### config.mk
export PLATFORM = sky130hd
export DESIGN_NAME = qos_route_sel
export DESIGN_NICKNAME = d
export VERILOG_FILES = /design/src/rtl/route_sel_pkg.sv /design/src/rtl/rsv_vm_table.sv /design/src/rtl/rsv_turn_legal.sv /design/src/rtl/rsv_sr_pick.sv /design/src/rtl/qos_route_sel.sv
export SDC_FILE = /design/constraint.sdc
export NUM_CORES = 2
export LEC_CHECK = 0
export ABC_CLOCK_PERIOD_IN_PS = 27500
export BUFFER_PORTS_ARGS = -buffer_cell sky130_fd_sc_hd__buf_2
export CORE_MARGIN = 3
export CORE_UTILIZATION = 35
export CTS_BUF_LIST = sky130_fd_sc_hd__clkbuf_2
export CTS_CLUSTER_DIAMETER = 30
export CTS_CLUSTER_SIZE = 40
export DETAILED_ROUTE_END_ITERATION = 7
export GPL_TIMING_DRIVEN = 0
export PLACE_DENSITY = 0.55
export REMOVE_ABC_BUFFERS = 1
export SLEW_MARGIN = 10
export SYNTH_ARGS = -nofsm -noshare
export SYNTH_HDL_FRONTEND = slang
export SYNTH_SLANG_ARGS = --single-unit
export TNS_END_PERCENT = 100
### constraint.sdc
create_clock -name clk -period 27.5 [get_ports clk]
set_input_delay 2.75 -clock clk [delete_from_list [all_inputs] [get_ports clk]]
set_output_delay 2.75 -clock clk [all_outputs]
set_load 0.005 [all_outputs]
### src/rtl/route_sel_pkg.sv
package route_sel_pkg;
    typedef enum logic [2:0] {
        RK_STRAIGHT = 3'd0,
        RK_XY       = 3'd1,
        RK_YX       = 3'd2,
        RK_DETOUR   = 3'd3,
        RK_NONE     = 3'd4
    } route_kind_e;
endpackage

### src/rtl/rsv_vm_table.sv
module rsv_vm_table #(
    parameter int GRID_X = 16,
    parameter int GRID_Y = 16,
    parameter int VM_W   = 4,
    localparam int NODES = GRID_X * GRID_Y,
    localparam int NW    = $clog2(NODES),
    localparam int XW    = $clog2(GRID_X)
) (
    input  logic              clk,
    input  logic              rst_n,
    input  logic              we,
    input  logic              col_sel,
    input  logic [NW-1:0]     addr,
    input  logic [VM_W-1:0]   vm_in,
    input  logic              shared_in,
    input  logic [NW-1:0]     rd_a,
    input  logic [NW-1:0]     rd_b,
    input  logic [NW-1:0]     rd_c,
    output logic [VM_W-1:0]   vm_a,
    output logic [VM_W-1:0]   vm_b,
    output logic [VM_W-1:0]   vm_c,
    output logic [GRID_X-1:0] shared_cols
);
    typedef struct packed {
        logic [NODES-1:0][VM_W-1:0] vm;
        logic [GRID_X-1:0]          sh;
    } tbl_t;

    tbl_t t_d, t_q;

    always_comb begin
        t_d = t_q;
        if (we) begin
            if (col_sel) t_d.sh[addr[XW-1:0]] = shared_in;
            else         t_d.vm[addr]         = vm_in;
        end
    end

    always_ff @(posedge clk) begin
        if (!rst_n) t_q <= '0;
        else        t_q <= t_d;
    end

    assign vm_a        = t_q.vm[rd_a];
    assign vm_b        = t_q.vm[rd_b];
    assign vm_c        = t_q.vm[rd_c];
    assign shared_cols = t_q.sh;

    // node and column writes land in the table one cycle later
    p_node_write_r8: assert property (@(posedge clk) disable iff (!rst_n)
        (we && !col_sel) |=> (t_q.vm[$past(addr)] == $past(vm_in)));
    p_col_write_r8: assert property (@(posedge clk) disable iff (!rst_n)
        (we && col_sel) |=> (t_q.sh[$past(addr[XW-1:0])] == $past(shared_in)));
endmodule

### src/rtl/rsv_turn_legal.sv
module rsv_turn_legal #(
    parameter int VM_W = 4
) (
    input  logic [VM_W-1:0] node_vm,
    input  logic [VM_W-1:0] src_vm,
    input  logic [VM_W-1:0] dst_vm,
    output logic            ok
);
    always_comb begin
        ok = (node_vm == src_vm) || (node_vm == dst_vm);
    end
endmodule

### src/rtl/rsv_sr_pick.sv
module rsv_sr_pick #(
    parameter int GRID_X = 16,
    localparam int XW    = $clog2(GRID_X),
    localparam int CW    = XW + 2
) (
    input  logic              clk,
    input  logic              rst_n,
    input  logic [GRID_X-1:0] shared_cols,
    input  logic [XW-1:0]     src_x,
    input  logic [XW-1:0]     dst_x,
    output logic              found,
    output logic [XW-1:0]     col
);
    logic [GRID_X-1:0][CW-1:0] cost;

    for (genvar c = 0; c < GRID_X; c++) begin : g_cost
        logic [CW-1:0] ds, dd, cc, sx, dx;
        always_comb begin
            cc = CW'(c);
            sx = CW'(src_x);
            dx = CW'(dst_x);
            ds = (sx > cc) ? (sx - cc) : (cc - sx);
            dd = (dx > cc) ? (dx - cc) : (cc - dx);
            cost[c] = ds + dd;
        end
    end

    always_comb begin
        logic [CW-1:0] best;
        found = 1'b0;
        col   = '0;
        best  = '1;
        for (int c = 0; c < GRID_X; c++) begin
            if (shared_cols[c] && (!found || cost[c] < best)) begin
                found = 1'b1;
                col   = XW'(c);
                best  = cost[c];
            end
        end
    end

    // a chosen column is always one marked shared
    p_pick_shared_r6: assert property (@(posedge clk) disable iff (!rst_n)
        found |-> shared_cols[col]);
    // nothing is found only when no column is shared
    p_pick_none_r7: assert property (@(posedge clk) disable iff (!rst_n)
        !found |-> (shared_cols == '0));
endmodule

### src/rtl/qos_route_sel.sv
module qos_route_sel
    import route_sel_pkg::*;
#(
    parameter int GRID_X = 16,
    parameter int GRID_Y = 16,
    parameter int VM_W   = 4,
    localparam int NODES = GRID_X * GRID_Y,
    localparam int NW    = $clog2(NODES),
    localparam int XW    = $clog2(GRID_X),
    localparam int YW    = $clog2(GRID_Y)
) (
    input  logic            clk,
    input  logic            rst_n,
    input  logic            cfg_we,
    input  logic            cfg_col_sel,
    input  logic [NW-1:0]   cfg_addr,
    input  logic [VM_W-1:0] cfg_vm,
    input  logic            cfg_shared,
    input  logic            req_valid,
    output logic            req_ready,
    input  logic [XW-1:0]   req_src_x,
    input  logic [YW-1:0]   req_src_y,
    input  logic [XW-1:0]   req_dst_x,
    input  logic [YW-1:0]   req_dst_y,
    input  logic [VM_W-1:0] req_vm,
    output logic            rsp_valid,
    input  logic            rsp_ready,
    output logic [2:0]      rsp_kind,
    output logic [XW-1:0]   rsp_turn_x,
    output logic [YW-1:0]   rsp_turn_y,
    output logic            rsp_way_valid,
    output logic [XW-1:0]   rsp_way_x,
    output logic [YW-1:0]   rsp_way_y
);
    typedef struct packed {
        logic        valid;
        route_kind_e kind;
        logic [XW-1:0] tx;
        logic [YW-1:0] ty;
        logic        wv;
        logic [XW-1:0] wx;
        logic [YW-1:0] wy;
    } res_t;

    function automatic logic [NW-1:0] node_idx(input logic [XW-1:0] x, input logic [YW-1:0] y);
        return NW'(y) * NW'(GRID_X) + NW'(x);
    endfunction

    res_t s_d, s_q;
    logic [NW-1:0]     idx_xy, idx_yx, idx_dst;
    logic [VM_W-1:0]   vm_xy, vm_yx, vm_dst;
    logic [GRID_X-1:0] shared_cols;
    logic              xy_ok, yx_ok, sr_found;
    logic [XW-1:0]     sr_col;

    assign idx_xy  = node_idx(req_dst_x, req_src_y);
    assign idx_yx  = node_idx(req_src_x, req_dst_y);
    assign idx_dst = node_idx(req_dst_x, req_dst_y);

    rsv_vm_table #(.GRID_X(GRID_X), .GRID_Y(GRID_Y), .VM_W(VM_W)) u_table (
        .clk(clk), .rst_n(rst_n), .we(cfg_we), .col_sel(cfg_col_sel),
        .addr(cfg_addr), .vm_in(cfg_vm), .shared_in(cfg_shared),
        .rd_a(idx_xy), .rd_b(idx_yx), .rd_c(idx_dst),
        .vm_a(vm_xy), .vm_b(vm_yx), .vm_c(vm_dst), .shared_cols(shared_cols)
    );

    rsv_turn_legal #(.VM_W(VM_W)) u_legal_xy (
        .node_vm(vm_xy), .src_vm(req_vm), .dst_vm(vm_dst), .ok(xy_ok));
    rsv_turn_legal #(.VM_W(VM_W)) u_legal_yx (
        .node_vm(vm_yx), .src_vm(req_vm), .dst_vm(vm_dst), .ok(yx_ok));

    rsv_sr_pick #(.GRID_X(GRID_X)) u_pick (
        .clk(clk), .rst_n(rst_n), .shared_cols(shared_cols),
        .src_x(req_src_x), .dst_x(req_dst_x), .found(sr_found), .col(sr_col));

    assign req_ready = !s_q.valid || rsp_ready;

    always_comb begin
        s_d = s_q;
        if (s_q.valid && rsp_ready) s_d.valid = 1'b0;
        if (req_valid && req_ready) begin
            s_d       = '0;
            s_d.valid = 1'b1;
            if ((req_src_x == req_dst_x) || (req_src_y == req_dst_y)) begin
                s_d.kind = RK_STRAIGHT;
            end else if (xy_ok) begin
                s_d.kind = RK_XY;
                s_d.tx   = req_dst_x;
                s_d.ty   = req_src_y;
            end else if (yx_ok) begin
                s_d.kind = RK_YX;
                s_d.tx   = req_src_x;
                s_d.ty   = req_dst_y;
            end else if (sr_found) begin
                s_d.kind = RK_DETOUR;
                s_d.wv   = 1'b1;
                s_d.wx   = sr_col;
                s_d.wy   = req_src_y;
                s_d.tx   = sr_col;
                s_d.ty   = req_dst_y;
            end else begin
                s_d.kind = RK_NONE;
            end
        end
    end

    always_ff @(posedge clk) begin
        if (!rst_n) s_q <= '0;
        else        s_q <= s_d;
    end

    assign rsp_valid     = s_q.valid;
    assign rsp_kind      = s_q.kind;
    assign rsp_turn_x    = s_q.tx;
    assign rsp_turn_y    = s_q.ty;
    assign rsp_way_valid = s_q.wv;
    assign rsp_way_x     = s_q.wx;
    assign rsp_way_y     = s_q.wy;

    // an accepted request yields a result on the next cycle
    p_accept_r2: assert property (@(posedge clk) disable iff (!rst_n)
        (req_valid && req_ready) |=> rsp_valid);
    // a stalled result keeps every field
    p_hold_r2: assert property (@(posedge clk) disable iff (!rst_n)
        (rsp_valid && !rsp_ready) |=> (rsp_valid && $stable(rsp_kind) &&
            $stable(rsp_turn_x) && $stable(rsp_turn_y) && $stable(rsp_way_valid) &&
            $stable(rsp_way_x) && $stable(rsp_way_y)));
    // an empty output stage always accepts
    p_ready_r2: assert property (@(posedge clk) disable iff (!rst_n)
        !rsp_valid |-> req_ready);
    // a waypoint only accompanies a detour through a shared column
    p_way_detour_r6: assert property (@(posedge clk) disable iff (!rst_n)
        (rsp_valid && rsp_way_valid) |-> (rsp_kind == 3'd3 && shared_cols[rsp_way_x]));
endmodule

* After elaboration in Yosys (flattened, before gate mapping)
Cells that the tools add are included.
Word-level totals: register bits 1061, output and inout port bits 22, logic and storage cells 557
Cells by class: add/subtract/negate cells 79, magnitude comparators 52, eq/ne operators 6, mux-type cells 98, bitwise logic cells 1, reductions and logical operators 57
Operators by type and width (number):
- $bwmux W1024 | 1
- $mux W6 | 45
- $add A6 B6 Y6 | 16
- $bmux W4 S8 | 3
- $lt A6 B6 Y1 | 15
- $sub A4 B4 Y5 const A | 16
- $sub A4 B4 Y5 const B | 14
- $gt A4 B4 Y1 const B | 14
- $mux W4 | 12
- $sub A3 B4 Y5 const A | 8
- $sub A4 B3 Y5 const B | 8
- $lt A8 B9 Y1 const B | 4
- $mux W17 | 2
- $demux W4 S8 | 1
- $gt A4 B3 Y1 const B | 8
- $add A8 B4 Y8 | 3
- $eq A4 B4 Y1 | 6
- $mux W11 | 2
- $mux W21 | 1
- $sub A1 B4 Y5 const A | 4
- $sub A2 B4 Y5 const A | 4
- $sub A4 B2 Y5 const B | 4
- $logic_and A1 B1 Y1 | 19
- $logic_or A1 B1 Y1 | 19
- other kinds (16) | 64

* Depth between registers and ports, before layout
word-level depth 69, gate-level depth with buffers 148, mapped depth without buffers 133

* Modules after synthesis
Synthesis repeated with hierarchy kept, for this count alone.
Second synthesis, totals: cells, all modules 8445, area total of the unflattened synthesis 75607.5 um2
Modules (own cells, without submodules):
- rsv_vm_table | instances 1, cells an instance 7164, area each 66032.1 um2, sequential area each 20820.0 um2
- rsv_sr_pick | instances 1, cells an instance 1168, area each 8483.1 um2, sequential area each 0.0 um2
- qos_route_sel | instances 1, cells an instance 93, area each 907.1 um2, sequential area each 420.4 um2
- rsv_turn_legal | instances 2, cells an instance 10, area each 92.6 um2, sequential area each 0.0 um2

* Least setup slack after synthesis
OpenSTA, ideal clock, no wires.
kind input -> register, start point input req_dst_x[0], end point register s_q, in the netlist rsp_turn_x[1], library setup time 0.122 ns, arrival 27.376 ns, path slack 0.002 ns, stages on the path 135, buffers on the path 17, cells stage by stage buf_6 buf_12 buf_12 buf_8 buf_8 buf_6 buf_8 clkbuf_1 clkinv_1 ha_1 clkbuf_1 inv_1 o21ai_0 inv_1 fa_1 xor2_1 and2_1 ha_1 (+99 left out) nand2b_1 a21oi_1 o21ai_0 clkbuf_1 nand2_1 o21ai_0 a31o_2 ha_1 o21ai_0 nand2b_1 a21oi_1 nor2b_1 o32ai_1 nand2b_1 nor4_1 o221ai_1 mux2_2 a221o_1
Between the ends: cells in the longest elaborated chain, start to end 68
RTL lines:
- start, declared | RTL line qos_route_sel.sv:23 | input logic [XW-1:0] req_dst_x,
- $sub A1 B4 Y5 / $gt A4 B1 Y1 (equally long branches) | RTL line rsv_sr_pick.sv:23 | dd = (dx > cc) ? (dx - cc) : (cc - dx);
- $mux W6 | RTL line rsv_sr_pick.sv:23
- $add A6 B6 Y6 | RTL line rsv_sr_pick.sv:24 | cost[c] = ds + dd;
- $mux W6 | RTL line rsv_sr_pick.sv:34 | if (shared_cols[c] && (!found || cost[c] < best)) begin
- $lt A6 B6 Y1 | RTL line rsv_sr_pick.sv:34
- $logic_or A1 B1 Y1 | RTL line rsv_sr_pick.sv:34
- $logic_and A1 B1 Y1 | RTL line rsv_sr_pick.sv:34
- $mux W6 / $mux W1 (equally long branches) | RTL line rsv_sr_pick.sv:34
- (+52 left out)
- $lt A6 B6 Y1 / $logic_not A1 Y1 (equally long branches) | RTL line rsv_sr_pick.sv:34
- $logic_or A1 B1 Y1 | RTL line rsv_sr_pick.sv:34
- $logic_and A1 B1 Y1 | RTL line rsv_sr_pick.sv:34
- $mux W4 / $mux W1 (equally long branches) | RTL line rsv_sr_pick.sv:34
- $mux W17 | RTL line qos_route_sel.sv:94 | end else if (sr_found) begin
- $mux W11 | RTL line qos_route_sel.sv:90 | end else if (yx_ok) begin
- $mux W11 | RTL line qos_route_sel.sv:86 | end else if (xy_ok) begin
- $mux W17 * | RTL line qos_route_sel.sv:84 | if ((req_src_x == req_dst_x) || (req_src_y == req_dst_y)) begin
- end signal, assigned | RTL line qos_route_sel.sv:108 | if (!rst_n) s_q <= '0;
- end signal, assigned | RTL line qos_route_sel.sv:109 | else s_q <= s_d;
- end, declared | RTL line qos_route_sel.sv:49 | res_t s_d, s_q;
Mark *: on every way between the ends. The rest lies on a longest branch, timed or not. The select of a mux whose other input is x is not followed. A chain may end at the register's enable or synchronous reset.

* Worst setup path in the final report
Ends and elaborated chain as after synthesis.

==> impl_metrics.yaml <==
die:
  pin_count: 61
  fp-row-count: 161
  die_h_um: 448
  fp.dieW_um: 448
  initial_core_util_pct: 35.3
  die_area_sq_mm: 0.201
  core_area_sq_mm: 0.193
placed_design:
  dp_slack_ns: -7.28
  dp_hpwl_um: 184000
  place.gp.congestion: 0.929
  post_dp_cell_area_sq_mm: 0.0714
  port_buffers: 60
detailed_routing:
  drc_errors: 0
  first_pass_iters: 6
  drtAntennaViolNets: 0
  wl_um: 281000
  viasPerCell: 6.12
  wl_per_cell_um: 26.6
  vias: 64549
  drtIter0Drc: 7673
clock_network:
  clock_latency_ns: 1.86
  cts_root_buffer: "clkbuf_2"
  ctsLongestPathBuffers: 4
  cts.htree.levels: 5
  cts.sinks: 1061
  tritoncts: "yes"
  numCtsBuffers: 296
  path_clk_slew_ns: 0.11
timing:
  post-route-min-period_ns: 26.20
  hold_viol: 0
  fin_skew_ns: 0.312
  setup_ws_ns: 1.30
  fin_tns_setup_ns: 0
  whs_ns: 0.467
  tightest_slew_ns: 1.31
  drv_slew: 0
  period_share_pct: 95.3
  fmax_mhz: 38.2
  max_slew_margin_pct: 12.0
  setup_viol: 0
logic_synthesis:
  synthTopCellsByArea: "dfxtp_1 (31%), mux4_2 (12%), a21boi_0 (12%)"
  async_flop_share_pct: 0
  synth.avg_cell_area_sq_um: 8.64
  ys_seq_area_share_pct: 31.1
  synth_cell_types: 94
  syn-cell-area_sq_mm: 0.0683
  ys_ff_latch: 1061
  synth-edff-count: 0
  synth_ff_type: "dfxtp_1"
  yosysTopAreaCell: "dfxtp_1"
  yosysTopAreaCellShare_pct: 31.1
  syn_inst: 7906
  synth_warnings: 0
cells_and_area:
  fin_area_sq_mm: 0.0766
  final_common_cell: "nand2_1"
  fin_nets: 8027
  multiInputGateArea_sq_mm: 0.0440
  syn2layout_area_growth_pct: 12.0
  ff_latch_area_sq_mm: 0.0212
  layout-drive-gt1-share_pct: 16.7
  final_core_utilization_pct: 39.6
  fill_cells: 19602
  layout_common_cells: "nand2_1 (1425), dfxtp_1 (1061), a21boi_0 (1048), nand3_1 (822), o21ai_0 (403)"
critical_path:
  crit_path_top_delay_cell: "fa_1"
  cp.required_ns: 28.96
  cpPeakStageDelay_ns: 0.46
  startpoint_type: "primary input"
  critPathArrivalTime_ns: 27.66
  worstSetupPathType: "in2reg"
  crit_fanout: 38
  critPathCaptureType: "flip-flop"
  path_common_cell: "ha_1"
global_routing:
  grt_pass1_vias: 61146
  antenna_found_initial: 26
  grt_pass1_wl_um: 406000
  grt_most_used_layer: "met2"
  grt_usage_pct: 26.7
  grtUsageMet2_pct: 41.1
  grt_util_met1_pct: 35.6
  grt_util_met3_pct: 5.17
  overflow: 0
  grt_start_max_net_pins: 162
power:
  clock_power_share_pct: 43.0
  p_int_mw: 2.61
  switchingPower_mw: 1.21
  ir_worst_vdd_uv: 39.3
  p_seq_share_pct: 40.4
  power.density_mw_per_mm2: 49.9
  p_leak_nw: 26.3
  power_frac_comb_pct: 16.7
  switching_share_pct: 31.7
flow_run:
  cap_violations: 0
hold_path:
  hp-class: "reg2reg"
status:
  outcome: "finished, final reports clean"
==> final timing paths <==
| kind | from | end | slack (ns) | cells past startpoint |
|---|---|---|---|---|
| max | req_dst_x[0] | rsp_turn_x[1] | 1.30 | 125 |
| max reg2reg | u_table.shared_cols[0] | rsp_turn_x[1] | 4.17 | 116 |
| min reg2reg | rsp_kind[1] | rsp_kind[1] | 0.47 | 1 |
| min | rsp_kind[1] | rsp_kind[1] | 0.47 | 1 |
==> area by class of cell <==
cell class | instances | share of cell area (%)
Clock inverter | 175 | 2.86
Inverter | 69 | 0.379
Tap cell | 2526 | 4.13
Timing Repair inverter | 1 | 0.00654
Timing Repair Buffer | 324 | 5.24
Multi-Input combinational cell | 6035 | 57.4
Antenna cell | 17 | 0.0556
Clock buffer | 334 | 2.18
Sequential cell | 1061 | 27.7
==> synth_stat cells (8+ instances only) <==
cell type	count
mux2i_1	361
o31ai_1	17
a22oi_1	132
a21oi_1	147
a22o_1	54
a21o_1	45
a2111oi_0	8
o21a_1	35
o22ai_1	45
a211oi_1	25
o22a_1	49
and3_1	13
buf_2	51
nor2b_1	44
dfxtp_1	1061
mux2_2	36
o21ai_0	416
a31oi_1	41
inv_1	63
nor2_1	245
or2_2	11
buf_6	36
nand4_1	24
nor4_1	20
mux4_2	376
nand2b_1	35
fa_1	16
o211ai_1	34
and2_1	26
nor3_1	63
buf_1	69
xnor2_1	60
nand3_1	823
nand2_1	1433
buf_4	29
clkbuf_1	541
a21boi_0	1048
buf_8	8
or3_1	12
xor2_1	34
ha_1	184
buf_12	9
==> logic make-up (layout without fill, tap and decap cells) <==
kind of cell | after synthesis | after routing | share of synthesized area, %
and+or+nand+nor | 2784 | 2784 | 17.9
AOI/OAI and AO/OA | 2177 | 2179 | 22.1
DFF | 1061 | 1061 | 31.1
adders and majority gates | 200 | 200 | 3.84
muxes | 777 | 777 | 18.4
other | 1 | 18 | 0.00549
xor gates and xnor gates | 94 | 94 | 1.20
buffers and inverters | 812 | 903 | 5.45
==> critical path, delay by kind of cell <==
family	cells	cell delay, ns
compound gates	63	12.09
xor+xnor	1	0.16
fa+ha+maj	17	4.54
buf+inv	10	1.79
mux	4	1.42
simple gates	30	4.74
==> sequential cells by signal, summed over array words and instances, names as in the netlist <==
register / count
rsp_valid: 1
rsp_turn_y: 4
u_table.t_q: 1024
rsp_kind: 3
rsp_way_x: 4
rsp_turn_x: 4
rsp_way_valid: 1
u_table.shared_cols: 16
rsp_way_y: 4
==> per-layer routing <==
layer | vias to the layer above | part of all wire [%]
li1 | 28668 | -
met1 | 31792 | 41
met2 | 3390 | 45
met3 | 695 | 9.0
met4 | 4 | 5.2
met5 | - | 0.0082
==> power by group through the flow <==
stage,clock network [mW],logic [mW],registers [mW]
CTS,1.66,0.610,1.54
global route,1.74,0.671,1.54
floorplan,0,0.307,1.58
global placement,0,0.643,1.58
finish,1.64,0.636,1.54
detailed placement,0,0.595,1.58
==> timing repair <==
item,4_1_cts,5_1_grt
hold buffers,0,0
setup buffers,8,26
pin swaps,3,15
gates cloned,10,12
resized for setup,51,51
endpoints found under the setup margin,8,8
==> stage by stage <==
| stage | std cells | power, mW |
|---|---|---|
| final | 10542 | 3.82 |
| after global routing | 10539 | 3.95 |
| after CTS | 10487 | 3.81 |
| after detailed placement | 9960 | 2.17 |
| after global placement | 9749 | 2.22 |
| after floorplan | 7163 | 1.88 |
(Power assumes the default switching activity.)
